**config.mk**
```make
export PLATFORM = sky130hd
export DESIGN_NAME = halfbridge_guard
export DESIGN_NICKNAME = d
export VERILOG_FILES = /design/src/rtl/gi_pkg.sv /design/src/rtl/gi_sync.sv /design/src/rtl/gi_decode.sv /design/src/rtl/gi_deadtime.sv /design/src/rtl/halfbridge_guard.sv
export SDC_FILE = /design/constraint.sdc
export NUM_CORES = 1
export LEC_CHECK = 0
export ABC_AREA = 1
export ABC_CLOCK_PERIOD_IN_PS = 1600
export BUFFER_PORTS_ARGS = -buffer_cell sky130_fd_sc_hd__buf_2
export CAP_MARGIN = 20
export CORE_MARGIN = 2
export CORE_UTILIZATION = 50
export DETAILED_ROUTE_END_ITERATION = 16
export PLACE_DENSITY = 0.73
export SLEW_MARGIN = 20
export SYNTH_ARGS = -nofsm -noshare
export SYNTH_HDL_FRONTEND = slang
export SYNTH_HIERARCHICAL = 1
export SYNTH_SLANG_ARGS = --single-unit
export TNS_END_PERCENT = 1
```
**constraint.sdc**
```tcl
create_clock -name clk -period 1.6 [get_ports clk]
set_input_delay 0.16 -clock clk [delete_from_list [all_inputs] [get_ports clk]]
set_output_delay 0.16 -clock clk [all_outputs]
set_load 0.05 [all_outputs]
```
**src/rtl/gi_pkg.sv**
```systemverilog
package gi_pkg;

  typedef enum logic [1:0] {
    REQ_NONE  = 2'd0,
    REQ_HIGH  = 2'd1,
    REQ_LOW   = 2'd2,
    REQ_CLASH = 2'd3
  } req_t;

  // hi is active high, lo_n is active low
  function automatic req_t classify(input logic hi, input logic lo_n);
    unique case ({hi, lo_n})
      2'b11:   return REQ_HIGH;
      2'b00:   return REQ_LOW;
      2'b10:   return REQ_CLASH;
      default: return REQ_NONE;
    endcase
  endfunction

endpackage

```
**src/rtl/gi_sync.sv**
```systemverilog
module gi_sync #(
  parameter int W = 1,
  parameter int STAGES = 2,
  parameter logic [W-1:0] RST_VAL = '0
) (
  input  logic         clk,
  input  logic         rst_n,
  input  logic [W-1:0] d,
  output logic [W-1:0] q
);
  logic [W-1:0] stg [STAGES];

  always_ff @(posedge clk or negedge rst_n) begin
    if (!rst_n) begin
      for (int i = 0; i < STAGES; i++) stg[i] <= RST_VAL;
    end else begin
      stg[0] <= d;
      for (int i = 1; i < STAGES; i++) stg[i] <= stg[i-1];
    end
  end

  assign q = stg[STAGES-1];
endmodule

```
**src/rtl/gi_decode.sv**
```systemverilog
module gi_decode
  import gi_pkg::*;
(
  input  logic hi,
  input  logic lo_n,
  input  logic halt,
  input  logic uv_main,
  input  logic uv_boot,
  output logic want_h,
  output logic want_l
);
  req_t req;
  logic blocked;

  always_comb begin
    req     = classify(hi, lo_n);
    blocked = halt | uv_main;
    want_h  = !blocked && !uv_boot && (req == REQ_HIGH);
    want_l  = !blocked && (req == REQ_LOW);
  end
endmodule

```
**src/rtl/gi_deadtime.sv**
```systemverilog
module gi_deadtime #(
  parameter int DEAD_CYC = 100
) (
  input  logic clk,
  input  logic rst_n,
  input  logic halt,
  input  logic want_h,
  input  logic want_l,
  output logic gh,
  output logic gl
);
  localparam int CW = $clog2(DEAD_CYC + 2);
  localparam logic [CW-1:0] RELOAD = CW'(DEAD_CYC);
  localparam logic [CW-1:0] GAP_MIN = CW'(DEAD_CYC + 1);

  logic [CW-1:0] cnt_q;
  logic          gh_q, gl_q;

  always_ff @(posedge clk or negedge rst_n) begin
    if (!rst_n) begin
      gh_q  <= 1'b0;
      gl_q  <= 1'b0;
      cnt_q <= RELOAD;
    end else if (halt) begin
      gh_q  <= 1'b0;
      gl_q  <= 1'b0;
      cnt_q <= RELOAD;
    end else if (gh_q && !want_h) begin
      gh_q  <= 1'b0;
      cnt_q <= RELOAD;
    end else if (gl_q && !want_l) begin
      gl_q  <= 1'b0;
      cnt_q <= RELOAD;
    end else if (!gh_q && !gl_q) begin
      if (cnt_q != '0) cnt_q <= cnt_q - 1'b1;
      else if (want_h) gh_q <= 1'b1;
      else if (want_l) gl_q <= 1'b1;
    end
  end

  assign gh = gh_q;
  assign gl = gl_q;

  // checker: cycles both gates have been off, saturating
  logic [CW-1:0] gap_q;
  always_ff @(posedge clk or negedge rst_n) begin
    if (!rst_n) gap_q <= '0;
    else if (gh_q || gl_q) gap_q <= '0;
    else if (gap_q < GAP_MIN) gap_q <= gap_q + 1'b1;
  end

  a_r4_gap_before_low: assert property (@(posedge clk) disable iff (!rst_n)
    $rose(gl_q) |-> gap_q >= GAP_MIN);
  a_r4_gap_before_high: assert property (@(posedge clk) disable iff (!rst_n)
    $rose(gh_q) |-> gap_q >= GAP_MIN);
  a_r11_one_gate: assert property (@(posedge clk) disable iff (!rst_n)
    $onehot0({gh_q, gl_q}));
endmodule

```
**src/rtl/halfbridge_guard.sv**
```systemverilog
module halfbridge_guard #(
  parameter int PHASES = 3,
  parameter int DEAD_CYC = 100,
  parameter int SYNC_STAGES = 2
) (
  input  logic              clk,
  input  logic              rst_n,
  input  logic [PHASES-1:0] hi_cmd,
  input  logic [PHASES-1:0] lo_cmd_n,
  input  logic              halt_n,
  input  logic              uv_main,
  input  logic [PHASES-1:0] uv_boot,
  output logic [PHASES-1:0] gate_hi,
  output logic [PHASES-1:0] gate_lo
);
  localparam int SW = 2 * PHASES + 1;
  // safe reset image: high off, low released, shutdown active
  localparam logic [SW-1:0] SYNC_RST = {{PHASES{1'b0}}, {PHASES{1'b1}}, 1'b0};

  logic [SW-1:0]     sync_q;
  logic [PHASES-1:0] hi_s, lo_n_s;
  logic              halt_s;

  gi_sync #(.W(SW), .STAGES(SYNC_STAGES), .RST_VAL(SYNC_RST)) u_sync (
    .clk   (clk),
    .rst_n (rst_n),
    .d     ({hi_cmd, lo_cmd_n, halt_n}),
    .q     (sync_q)
  );

  assign hi_s   = sync_q[SW-1 -: PHASES];
  assign lo_n_s = sync_q[PHASES : 1];
  assign halt_s = !sync_q[0];

  for (genvar p = 0; p < PHASES; p++) begin : g_phase
    logic want_h, want_l;

    gi_decode u_dec (
      .hi      (hi_s[p]),
      .lo_n    (lo_n_s[p]),
      .halt    (halt_s),
      .uv_main (uv_main),
      .uv_boot (uv_boot[p]),
      .want_h  (want_h),
      .want_l  (want_l)
    );

    gi_deadtime #(.DEAD_CYC(DEAD_CYC)) u_dt (
      .clk    (clk),
      .rst_n  (rst_n),
      .halt   (halt_s),
      .want_h (want_h),
      .want_l (want_l),
      .gh     (gate_hi[p]),
      .gl     (gate_lo[p])
    );

    a_r1_high_source: assert property (@(posedge clk) disable iff (!rst_n)
      $rose(gate_hi[p]) |-> $past(hi_s[p] && lo_n_s[p]));
    a_r1_low_source: assert property (@(posedge clk) disable iff (!rst_n)
      $rose(gate_lo[p]) |-> $past(!hi_s[p] && !lo_n_s[p]));
    a_r2_halt_blanks: assert property (@(posedge clk) disable iff (!rst_n)
      halt_s |=> (!gate_hi[p] && !gate_lo[p]));
    a_r3_clash_blanks: assert property (@(posedge clk) disable iff (!rst_n)
      (hi_s[p] && !lo_n_s[p]) |=> (!gate_hi[p] && !gate_lo[p]));
    a_r7_boot_high_off: assert property (@(posedge clk) disable iff (!rst_n)
      uv_boot[p] |=> !gate_hi[p]);
    a_r8_main_all_off: assert property (@(posedge clk) disable iff (!rst_n)
      uv_main |=> (!gate_hi[p] && !gate_lo[p]));
  end
endmodule

```
Word level (Yosys, flattened, before mapping)
Cells that the tools add are included.
Word-level totals
  output and inout port bits: 6
  bits in registers: 41
  input port bits: 13
Cells by class
  reduce and logical (&&, ||, !) cells: 50
  eq/ne operators: 45
  muxes and demuxes: 57
  bitwise gates (word level): 1
  add/sub/neg operators: 3
Operator list (number)
  $mux 7: 15
  $mux 1: 39
  $ne 3x1->1 const B: 12
  $ne 3x2->1 const B: 9
  $ne 4x1->1 const B: 6
  $reduce_bool 7->1: 3
  $sub 7x1->7 const B: 3
  $eq 2x2->1 const B: 9
  $logic_and 1x1->1: 18
  $pmux 2 s3: 3
  $logic_not 1->1: 17
  $reduce_and 5->1: 3
  $reduce_and 4->1: 3
  $ne 3x3->1 const B: 3
  $eq 2x1->1 const B: 3
  $logic_not 2->1: 3
  $ne 2x2->1 const B: 3
  $reduce_and 2->1: 3
  $or 1x1->1: 1

Longest topological paths before layout
  word-level depth: 11
  depth in mapped cells: 13

Modules after synthesis
Netlist, hierarchy kept.
By module, submodules not included
  gi_deadtime: area an instance 595.6 um2, cells each 85, times used 3, seq. area each 229.0 um2
  gi_sync: area an instance 410.4 um2, cells each 21, times used 1, seq. area each 357.8 um2
  gi_decode: area an instance 38.8 um2, cells each 10, times used 3, seq. area each 0.0 um2
  halfbridge_guard: area an instance 3.8 um2, cells each 1, times used 1, seq. area each 0.0 um2

Least setup slack after synthesis
No wires, ideal clock.
  kind: register to register
  from: reg u_sync.stg, in the netlist u_sync/q[0]
  to: reg g_phase[0].u_dt.gl_q
  arrival time: 1.310 ns
  required time: 1.483 ns
  stages on the path, launching flop included: 14
  path slack: 0.174 ns
  clock period less this slack: 1.426 ns
  setup time: 0.117 ns
  buffers on the path: 1
  cells stage by stage: dfrtp_1 buf_4 inv_1 inv_1 nand2_1 nor2_1 inv_1 nand2_1 nor2_2 nand2_1 nand2_1 nand2_1 nand2_1 nand2_1
Between the ends
  cells in the longest elaborated chain, start to end: 9
  elaborated cells between the ends (all ways): 19
  those cells by class: eq/ne: 5; mux: 3; bitwise: 1; reduce/logical: 10
Ends and longest elaborated chain
  start, declared: line gi_sync.sv:11  | logic [W-1:0] stg [STAGES];
  $logic_not 1->1 (*): line halfbridge_guard.sv:33  | assign halt_s = !sync_q[0];
  via halt_s: line halfbridge_guard.sv:22  | logic halt_s;
  $or 1x1->1 (*): line gi_decode.sv:17  | blocked = halt | uv_main;
  $logic_not 1->1 (*): line gi_decode.sv:18  | want_h = !blocked && !uv_boot && (req == REQ_HIGH);
  $logic_and 1x1->1 (*) (2 in series): line gi_decode.sv:18
  via g_phase[0].want_h: line halfbridge_guard.sv:36  | logic want_h, want_l;
  $logic_not 1->1: line gi_deadtime.sv:28  | end else if (gh_q && !want_h) begin
  $logic_and 1x1->1: line gi_deadtime.sv:28
  $ne 2x2->1 (no line)
  $reduce_and 5->1 (no line) (*)
  end signal, assigned: line gi_deadtime.sv:26  | gl_q <= 1'b0;
  end signal, assigned: line gi_deadtime.sv:32  | gl_q <= 1'b0;
  end signal, assigned: line gi_deadtime.sv:37  | else if (want_l) gl_q <= 1'b1;
  end, declared: line gi_deadtime.sv:17  | logic gh_q, gl_q;
Mark *: on every way through the listed nets, which the timed path passes. The rest lies on a longest branch. The select of a mux whose other input is x is not followed.
A chain may end at the register's enable or synchronous reset.

Final worst setup path
  from: reg u_sync.stg, in the netlist u_sync/q[1]
  to: reg g_phase[0].u_dt.cnt_q[1]
Between the ends
  elaborated cells between the ends (all ways): 18
  those cells by class: eq/ne: 6; mux: 4; reduce/logical: 8
RTL lines
  $eq 2x2->1 / $logic_not 2->1 (equally long branches): line gi_pkg.sv:12  | unique case ({hi, lo_n})
  $pmux 2 s3 (*): line gi_pkg.sv:12
  $eq 2x1->1 (*): line gi_decode.sv:18
  $logic_and 1x1->1 (*): line gi_decode.sv:18
  via g_phase[0].want_h: line halfbridge_guard.sv:36
  $logic_not 1->1 (*): line gi_deadtime.sv:28
  $logic_and 1x1->1 (*): line gi_deadtime.sv:28
  $ne 4x1->1 (no line) / $mux 7 (equally long branches)
  $reduce_and 2->1 (no line) / $mux 7 (equally long branches)
  end signal, assigned: line gi_deadtime.sv:35  | if (cnt_q != '0) cnt_q <= cnt_q - 1'b1;
  end, declared: line gi_deadtime.sv:16  | logic [CW-1:0] cnt_q;
Mark *: on every way through the listed nets, which the timed path passes. The rest lies on a longest branch.

==> Implementation_results.wiki <==
{| class="wikitable"
! Metric !! Value
|-
| Mapped Nets || 326
|-
| Flip-flop cell with the highest count after synthesis || sky130_fd_sc_hd__dfrtp_1
|-
| Worst supply voltage drop on vdd || roughly 0.65 mV
|-
| Total congestion overflow || 0
|-
| Nature of the critical path startpoint || flip-flop
|-
| Via count of the first global-routing pass || 1778
|-
| Sink count of the clock tree || 41
|-
| Share of layout cells above drive strength 1 || 26.63%
|-
| Most common cell in the netlist || sky130_fd_sc_hd__nand2_1
|-
| Average size of a mapped cell || 7.548 µm²
|-
| Average via count per standard cell || 4.892
|-
| Overall Power || around 2500 µW
|-
| Netlist area before placement || 2317 µm²
|-
| Required time of the worst setup path || 1.83 ns
|-
| Total number of nets in the final design || 356
|-
| Half-perimeter wire length after detailed placement || 3162 µm
|-
| Total power per unit cell area || 926.4 nW/µm²
|-
| Total number of H-tree levels || 2
|-
| Slowest Stage Delay on Critical Path || 0.53 ns
|-
| Measured slew at the worst slew-check pin || 0.4497 ns
|-
| Synthesized netlist cell count || 307
|-
| Area growth from synthesis to final layout || 16.52%
|-
| Routed via count || roughly 1900
|-
| Residual DRC || 0
|-
| Number of optimization iterations in the first detailed-route pass || 4
|-
| Pin count of the biggest net entering global routing || 24
|-
| Maximum count of clock buffers along a single path || 2
|-
| Post-layout min period || 1.504 ns
|-
| Post-synth EDFFs || 0
|-
| Seq/Total Area, Yosys || 45.09%
|-
| Die ar. || 5195 µm²
|-
| Worst path setup slack after routing || 0.09621 ns
|-
| Total inserted antenna cells || 0
|-
| Number of different library cells in the post-synthesis netlist || 19
|-
| Iter 0 DRT Violations || 99
|-
| Average wire per standard cell || 10.79 µm
|-
| Worst hold-check path type || primary input to flip-flop
|-
| GR Util All Layers || 18.07%
|-
| Antenna Violating Nets Remaining || 0
|-
| Worst setup timing slack at the placement stage || 0.08304 ns
|-
| Number of setup violations in the final report || 0
|-
| Worst-path fanout max || 4
|-
| RSZ-0062 raised after global routing || yes
|-
| Clock Skew || 0.007446 ns
|-
| Clock slew at the register clock pins of the worst setup and hold paths || 0.09 ns
|-
| Max-cap check violation count || 0
|-
| Post-synthesis sequential element count || 41
|-
| Number of clock buffers inserted by TritonCTS || 5
|-
| Number of top-level pins || 19
|-
| Initial core utilization || 52.49%
|-
| Worst Path Arrival || 1.73 ns
|-
| Upper clock frequency limit || 665.0 MHz
|-
| Critical path start-end classification || flip-flop to flip-flop
|-
| CP endpoint kind || flip-flop
|-
| Most common library cells after synthesis || 69 x sky130_fd_sc_hd__nand2_1, 61 x sky130_fd_sc_hd__inv_1, 36 x sky130_fd_sc_hd__nor2_1, 33 x sky130_fd_sc_hd__nand3_1, 26 x sky130_fd_sc_hd__dfrtp_1
|-
| Critical path's slowest cell || sky130_fd_sc_hd__dfstp_2
|-
| LEAKAGE || roughly 0.0015 µW
|-
| Global-route wire length before repair || around 7300 µm
|-
| Placeable core region || 4414 µm²
|-
| RD Place Congestion || 0.8937
|-
| Initial antenna violation count || 0
|-
| Fraction of post-synthesis cell area in the top cell type by area || 28.08%
|-
| Cell type group with the largest total delay on the critical path || flip-flops
|-
| Largest cells by area after synthesis || sky130_fd_sc_hd__dfrtp_1 28%, sky130_fd_sc_hd__dfstp_2 17%, sky130_fd_sc_hd__nand2_1 11%
|-
| Share of flip-flops with an asynchronous set or reset after synthesis || 100.0%
|-
| Area leader, netlist || sky130_fd_sc_hd__dfrtp_1
|-
| Max-slew violations || 0
|-
| Die height || 72.08 µm
|-
| Width of the die || 72.08 µm
|-
| Warning count from the yosys run || 6
|-
| Final Routed Wirelength || 4208 µm
|-
| Normalized max-slew margin || 70.02%
|-
| CTS tree || done
|-
| Fill cell total of the finished layout || 383
|-
| Count of standard-cell rows || 24
|-
| CP bufs+invs || 2
|-
| Post-route clock period utilization || between 90% and 100%
|-
| Port buffer count || 18
|-
| Sequence of cells on the critical path || nand3_1, nor2_2, inv_1, a21oi_2, nand2_2, inv_2, nand2_1, o21ai_2
|-
| Final hold violation count || 0
|-
| Library cell used as clock root buffer || sky130_fd_sc_hd__clkbuf_8
|-
| Result of the run || completed
|-
| Clock network latency to the later pin of the worst-skew pair || 0.30 ns
|-
| Final core occ || between 60% and 70%
|}
==> worst paths after layout <==
check | start | endpoint | slack [ns] | cells past startpoint
setup / recovery | u_sync/q[1] | g_phase[0].u_dt/cnt_q[1] | 0.1 | 8
hold / removal | uv_boot[2] | g_phase[2].u_dt/gh | 0.32 | 6
setup reg to reg | u_sync/q[1] | g_phase[0].u_dt/cnt_q[1] | 0.1 | 8
hold reg to reg | u_sync/stg[11] | u_sync/q[4] | 0.36 | 0
max in group asynchronous | rst_n | g_phase[2].u_dt/cnt_q[2] | 0.71 | 3
min in group asynchronous | rst_n | g_phase[0].u_dt/cnt_q[4] | 0.33 | 2
==> cells in the final DEF, fill, tap and decap left out <==
master	count
sky130_fd_sc_hd__nor2_1	31
sky130_fd_sc_hd__a21oi_2	2
sky130_fd_sc_hd__nor3_1	3
sky130_fd_sc_hd__a31oi_1	3
sky130_fd_sc_hd__nor2_2	14
sky130_fd_sc_hd__dlygate4sd3_1	8
sky130_fd_sc_hd__nand4_1	6
sky130_fd_sc_hd__buf_12	1
sky130_fd_sc_hd__dfstp_2	15
sky130_fd_sc_hd__dfrtp_1	26
sky130_fd_sc_hd__inv_2	10
sky130_fd_sc_hd__nand2_2	6
sky130_fd_sc_hd__buf_2	18
sky130_fd_sc_hd__nand3_2	3
sky130_fd_sc_hd__a21oi_4	1
sky130_fd_sc_hd__inv_1	60
sky130_fd_sc_hd__nor2_4	3
sky130_fd_sc_hd__buf_4	3
sky130_fd_sc_hd__clkbuf_8	5
sky130_fd_sc_hd__nand3_1	33
sky130_fd_sc_hd__bufinv_16	2
sky130_fd_sc_hd__o21ai_0	3
sky130_fd_sc_hd__nand2_1	69
sky130_fd_sc_hd__ha_1	6
sky130_fd_sc_hd__o21ai_2	6
sky130_fd_sc_hd__inv_6	1
==> kinds of logic after synthesis <==
group	after synthesis	share of synthesized area, %
and+or+nand+nor	168	33.21
buffers and inverters	77	13.61
DFF	41	45.09
AOI/OAI and AO/OA	15	4.860
adders and majority gates	6	3.240
==> stage by stage <==
| step | TNS, ns | instance area (µm²) | hold slack [ns] | cells |
|---|---|---|---|---|
| 4_1_cts | 0 | 2665 | 0.3067 | 388 |
| 2_1_floorplan | 0 | 2317 | -0.1356 | 307 |
| 6_report | 0 | 2700 | 0.3212 | 390 |
| 5_1_grt | -0.03046 | 2700 | 0.3422 | 390 |
| 3_3_place_gp | 0 | 2447 | 0.1258 | 372 |
| 3_5_place_dp | 0 | 2447 | 0.1274 | 372 |
==> flip-flops by register name, summed over array words and instances, names as in the netlist <==
name / count
g_phase.u_dt/gl: 3
u_sync/q: 7
u_sync/stg: 7
g_phase.u_dt/gh: 3
g_phase.u_dt/cnt_q: 21
==> tightest hold or removal path: stages <==
cell and delay [ns]:
sky130_fd_sc_hd__buf_2 0.07, sky130_fd_sc_hd__inv_1 0.04, sky130_fd_sc_hd__nand3_1 0.07, sky130_fd_sc_hd__nor2_2 0.04, sky130_fd_sc_hd__a31oi_1 0.15, sky130_fd_sc_hd__nor2_1 0.05
==> timing repair <==
item,4_1_cts,5_1_grt
hold buffers,8,0
buffers inserted,0,2
endpoints found under the setup margin,0,9
hold endpoints to repair,19,0
gates resized for setup,0,7
==> area by class of cell <==
class	count	area [µm²]	area share (%)
Sequential cell	41	1045	38.69
Multi-Input combinational cell	189	977.2	36.19
Inverter	70	262.8	9.731
Timing Repair Buffer	30	212.7	7.878
Clock buffer	5	68.82	2.549
Clock inverter	3	68.82	2.549
Tap cell	52	65.06	2.410
==> where the power goes <==
group          total (µW)  internal [µW]  switching (µW)
sequential           1170           1120            45.4
combinational         335            130             206
clock                 999            628             371
total                2500           1880             622
==> metal layers <==
metal / track usage (%) / share of wire [%] / up-vias
met5: 0 / 0 / -
met2: 30.28 / 48 / 41
li1: - / - / 987
met4: 7.338 / 1.5 / 0
met3: 3.750 / 4.9 / 6
met1: 22.81 / 46 / 874
Power figures use the tool's default switching activity.
